===== src/rtl/serctl_pkg.sv =====
package serctl_pkg;
  typedef struct packed {
    logic shiftEn;
    logic loadEn;
  } ctrlStrobes_t;
endpackage


===== src/rtl/serSync.sv =====
module serSync #(
  parameter int WIDTH = 3,
  parameter int STAGES = 2
) (
  input  logic             clk,
  input  logic             rstN,
  input  logic [WIDTH-1:0] asyncIn,
  output logic [WIDTH-1:0] syncOut
);
  logic [WIDTH-1:0] chain [STAGES];

  generate
    for (genvar s = 0; s < STAGES; s++) begin : g_stage
      if (s == 0) begin : g_first
        always_ff @(posedge clk or negedge rstN)
          if (!rstN) chain[s] <= '0;
          else       chain[s] <= asyncIn;
      end else begin : g_next
        always_ff @(posedge clk or negedge rstN)
          if (!rstN) chain[s] <= '0;
          else       chain[s] <= chain[s-1];
      end
    end
  endgenerate

  assign syncOut = chain[STAGES-1];
endmodule


===== src/rtl/serCtrl.sv =====
module serCtrl
  import serctl_pkg::*;
#(
  parameter int WORD_W = 16,
  localparam int CNT_W = $clog2(WORD_W + 1)
) (
  input  logic             clk,
  input  logic             rstN,
  input  logic             clkSync,
  input  logic             latchSync,
  output ctrlStrobes_t     strobes,
  output logic [CNT_W-1:0] bitCount,
  output logic             shortFrame
);
  logic clkPrev, latchPrev;
  logic clkRise, latchRise, frameFull;

  always_ff @(posedge clk or negedge rstN)
    if (!rstN) begin
      clkPrev   <= 1'b0;
      latchPrev <= 1'b0;
    end else begin
      clkPrev   <= clkSync;
      latchPrev <= latchSync;
    end

  assign clkRise   = clkSync & ~clkPrev;
  assign latchRise = latchSync & ~latchPrev;
  assign frameFull = (bitCount == CNT_W'(WORD_W));

  always_ff @(posedge clk or negedge rstN)
    if (!rstN)                       bitCount <= '0;
    else if (latchRise)              bitCount <= '0;
    else if (clkRise && !frameFull)  bitCount <= bitCount + 1'b1;

  always_ff @(posedge clk or negedge rstN)
    if (!rstN) shortFrame <= 1'b0;
    else       shortFrame <= latchRise && !frameFull;

  always_comb begin
    strobes.shiftEn = clkRise;
    strobes.loadEn  = latchRise && frameFull;
  end
endmodule


===== src/rtl/serDatapath.sv =====
module serDatapath
  import serctl_pkg::*;
#(
  parameter int PAY_W   = 10,
  parameter int ADDR_HI = 13,
  localparam int KEEP_W = ADDR_HI + 1
) (
  input  logic             clk,
  input  logic             rstN,
  input  logic             dataSync,
  input  ctrlStrobes_t     strobes,
  input  logic             strapHi,
  input  logic             strapLo,
  output logic [PAY_W-1:0] payload,
  output logic             updatePulse
);
  logic [KEEP_W-1:0] shiftReg;
  logic addrMatch;

  always_ff @(posedge clk or negedge rstN)
    if (!rstN)                shiftReg <= '0;
    else if (strobes.shiftEn) shiftReg <= {shiftReg[KEEP_W-2:0], dataSync};

  assign addrMatch = (shiftReg[ADDR_HI] == strapHi) && (shiftReg[ADDR_HI-1] == strapLo);

  always_ff @(posedge clk or negedge rstN)
    if (!rstN) begin
      payload     <= '0;
      updatePulse <= 1'b0;
    end else begin
      updatePulse <= strobes.loadEn && addrMatch;
      if (strobes.loadEn && addrMatch) payload <= shiftReg[PAY_W-1:0];
    end
endmodule


===== src/rtl/serialCtrlReg.sv =====
module serialCtrlReg
  import serctl_pkg::*;
#(
  parameter int WORD_W  = 16,
  parameter int PAY_W   = 10,
  parameter int ADDR_HI = 13,
  parameter int STAGES  = 2,
  localparam int CNT_W  = $clog2(WORD_W + 1)
) (
  input  logic             clk,
  input  logic             rstN,
  input  logic             serData,
  input  logic             serClk,
  input  logic             serLatch,
  input  logic             addrStrapHi,
  input  logic             addrStrapLo,
  output logic [PAY_W-1:0] payload,
  output logic             updatePulse,
  output logic             shortFrame,
  output logic [CNT_W-1:0] bitCount
);
  logic [2:0] syncLines;
  ctrlStrobes_t strobes;

  serSync #(.WIDTH(3), .STAGES(STAGES)) i_sync (
    .clk(clk), .rstN(rstN),
    .asyncIn({serLatch, serClk, serData}),
    .syncOut(syncLines)
  );

  serCtrl #(.WORD_W(WORD_W)) i_ctrl (
    .clk(clk), .rstN(rstN),
    .clkSync(syncLines[1]), .latchSync(syncLines[2]),
    .strobes(strobes), .bitCount(bitCount), .shortFrame(shortFrame)
  );

  serDatapath #(.PAY_W(PAY_W), .ADDR_HI(ADDR_HI)) i_dp (
    .clk(clk), .rstN(rstN),
    .dataSync(syncLines[0]), .strobes(strobes),
    .strapHi(addrStrapHi), .strapLo(addrStrapLo),
    .payload(payload), .updatePulse(updatePulse)
  );
endmodule


===== config.mk =====
export PLATFORM = sky130hd
export DESIGN_NAME = serialCtrlReg
export DESIGN_NICKNAME = d
export VERILOG_FILES = /design/src/rtl/serctl_pkg.sv /design/src/rtl/serSync.sv /design/src/rtl/serCtrl.sv /design/src/rtl/serDatapath.sv /design/src/rtl/serialCtrlReg.sv
export SDC_FILE = /design/constraint.sdc
export NUM_CORES = 1
export LEC_CHECK = 0
export BUFFER_PORTS_ARGS = -buffer_cell sky130_fd_sc_hd__clkbuf_2
export CAP_MARGIN = 10
export CORE_UTILIZATION = 50
export DETAILED_ROUTE_END_ITERATION = 10
export GPL_TIMING_DRIVEN = 0
export PLACE_DENSITY = 0.81
export SYNTH_ARGS = -nofsm -noshare
export SYNTH_HDL_FRONTEND = slang
export SYNTH_SLANG_ARGS = --single-unit

===== constraint.sdc =====
create_clock -name clk -period 3.42 [get_ports clk]
set_clock_uncertainty 0.05 [all_clocks]
set_input_delay 0.513 -clock clk [delete_from_list [all_inputs] [get_ports clk]]
set_output_delay 0.513 -clock clk [all_outputs]
set_load 0.1 [all_outputs]

==> metrics.cfg <==
[run_status]
status=finished, final reports clean

[logic_synthesis]
ys_ff_latch=39
synthXorXnorAreaFrac_pct=1.61
synth_edf_count=0
synth_top_cell_area_share_pct=62.9
synth_area_sq_um=1550
synth_mux_area_share_pct=9.67
synth_cell_type_count=23
synth_top_family_by_area=simple AND/OR/NAND/NOR gates
yosysWarnings=0
synthFlopType=dfrtp_1
ys_seq_area_share_pct=62.9
synth_compound_area_share_pct=3.55
synth_top_area_cell=dfrtp_1
synth_most_common_cell=nand2_1
synthArstFlopShare_pct=100
synthSimpleGateAreaFrac_pct=18.5
syn-instance-count=129
synth_area_leaders=dfrtp_1 63%, nand2_1 11%, mux2_4 9.7%, ha_1 1.6%, nand4b_4 1.5%
syn-num-nets=138
syn_area_per_cell_sq_um=12.0
synthAdderAreaFrac_pct=1.61
yosys-top-cells-count=44 x nand2_1, 39 x dfrtp_1, 10 x mux2_4

[global_route]
grt_usage_pct=17.5
grt_pass1_vias=1027
antenna_found_initial=0
overflow=0
grt_pass1_wl_microns=4310
grt_start_max_net_pins=40

[setup_path]
crit-reg2reg-launch=i_ctrl.bitCount[0]
cp_top_family=buffers and inverters
path_cells=clkbuf_2
critPathCaptureType=primary output
critPathKind=reg2out
crit_start=i_ctrl.bitCount[0]
critPathMaxStageDelay_ns=0.49
cp_data_required_time_ns=2.86
critPathArrivalTime_ns=1.26
crit_slowest_cell=clkbuf_2
cp-start-kind=flop
cp.buffers_inverters=1
cp_max_fo=6

[cts]
cts_tree=yes
postCtsSetupBuffers=0
numClockSinks=39
insertion_delay_ns=0.34
ctsHtreeMaxLevel=2
clock-root-buffer=clkbuf_4
cts_resized=0
clk_pin_slew_ns=0.11
postCtsHoldBufs=0
cts_buffer_depth=2
cts_made_buffers=5

[sta]
max_freq_ghz=0.548
holdWs_ns=0.212
grt_setup_unrepaired=no
period_needed_ns=1.83
slew_headroom_pct=39.3
finalHoldViolCount=0
setup_viol=0
fin_setup_tns_ns=0
finalCritPeriodShare_pct=53.4
maxSlewViolCount=0
tightest_slew_ns=0.910

[job]
max-cap-violations=0

[floorplan]
row_count=19
die_y_microns=57.7
core_area_sq_um=2850
ios=24
start_util_pct=54.4
dieWidth_microns=57.7
die-area_sq_um=3330

[cells_and_area]
fin_cells=190
syn2layout_area_growth_pct=14.7
n_antenna_cell=0
nets=168
drive_above_1_share_pct=28.3

[routing]
drtIter0Drc=26
via_per_inst=5.17
drtPass1Iterations=4
vias=983
avgRoutedWirePerCell_microns=13.4
wl_microns=2540
antenna_left=0
drc=0

[place]
dp_hpwl_microns=1770
placedCellCount=183
gp_congestion=0.729
portBuffers=23

[min_path]
hp-class=in2reg
min_from=serData

[pwr]
swShare_pct=27.1
leakage_nw=0.967
cellPowerDensity_nw_per_um2=527
ir_drop_mv=0.325
power_frac_comb_pct=11.8
switchingPower_uw=255
seqPwrFrac_pct=56.7
p_int_uw=685
clockPowerShare_pct=31.6

-- registers in the layout, summed over array words and instances, names as in the netlist --
register / count
i_dp.shiftReg: 14
i_dp.payload: 10
i_ctrl.bitCount: 5
i_sync.chain: 3
i_sync.syncOut: 3
i_ctrl.clkPrev: 1
i_ctrl.latchPrev: 1
i_ctrl.shortFrame: 1
i_dp.updatePulse: 1
-- metrics by stage --
step | area, sq um | util [%] | total power, mW | worst slack (ns)
after floorplan | 1550 | - | 0.618 | 1.20
after global routing | 1780 | 62.5 | 0.983 | 1.54
after global placement | 1710 | 59.8 | 0.645 | 1.75
final | 1780 | 62.5 | 0.940 | 1.59
after detailed placement | 1710 | 59.8 | 0.654 | 1.72
after CTS | 1780 | 62.5 | 0.949 | 1.57
-- final timing paths --
check                               endpoint  slack, ns  cells past startpoint
max in group asynchronous   i_dp.shiftReg[6]       2.52                      1
max                              bitCount[0]       1.59                      1
min                          i_sync.chain[3]       0.21                      1
min in group asynchronous    i_sync.chain[4]       0.23                      1
min reg2reg                i_sync.syncOut[1]       0.31                      0
max reg2reg                  i_dp.payload[8]       1.71                      6
-- layer usage --
layer / vias up / wire, microns / global-route usage, % / part of all wire [%]
met3: 4 / 86 / 4.69 / 3.4
met5: - / 0 / 0 / 0
met1: 487 / 1090 / 20.5 / 43
met4: 0 / 38 / 8.84 / 1.5
li1: 479 / - / - / -
met2: 13 / 1330 / 29.9 / 52
-- cell usage in the layout (no fill, tap or decap) --
master      count
clkbuf_2       23
nor2_1          2
mux2_4         10
buf_6           1
nand2b_1        2
a21boi_0        1
dfrtp_1        39
ha_1            2
clkbuf_4        5
clkinvlp_4      1
nand2_1        44
xor2_1          1
clkbuf_1        4
o21a_1          1
and4bb_4        1
and2b_2         1
or3_1           3
a21oi_1         4
nand3b_1        2
nand4b_4        1
o21ai_0         4
nand3_1         1
inv_1           2
xnor2_2         1
nor2b_1         1
bufinv_16       1
nor4b_1         1
-- power by group through the flow --
stage	Combinational [mW]	Clock, mW	Sequential [mW]
2_1_floorplan	0.0526	0	0.565
3_3_place_gp	0.106	0	0.539
3_5_place_dp	0.111	0	0.543
4_1_cts	0.112	0.304	0.533
5_1_grt	0.122	0.322	0.538
6_report	0.110	0.296	0.533
-- cells by family after synthesis --
group / count (synthesis)
compound gates: 10
xor+xnor: 2
fa+ha+maj: 2
buf+inv: 7
flops: 39
mux: 10
simple gates: 59
-- layout make-up --
type | count | area (sq um)
multi-input combinational | 83 | 543
fill | 221 | 1070
inverter | 2 | 7.51
tap | 31 | 38.8
sequential | 39 | 976
buffer | 5 | 26.3
timing repair buffer | 23 | 115
clock buffer | 5 | 37.5
clock inverter | 2 | 37.5
No activity file was read; power rests on OpenSTA's default activity.
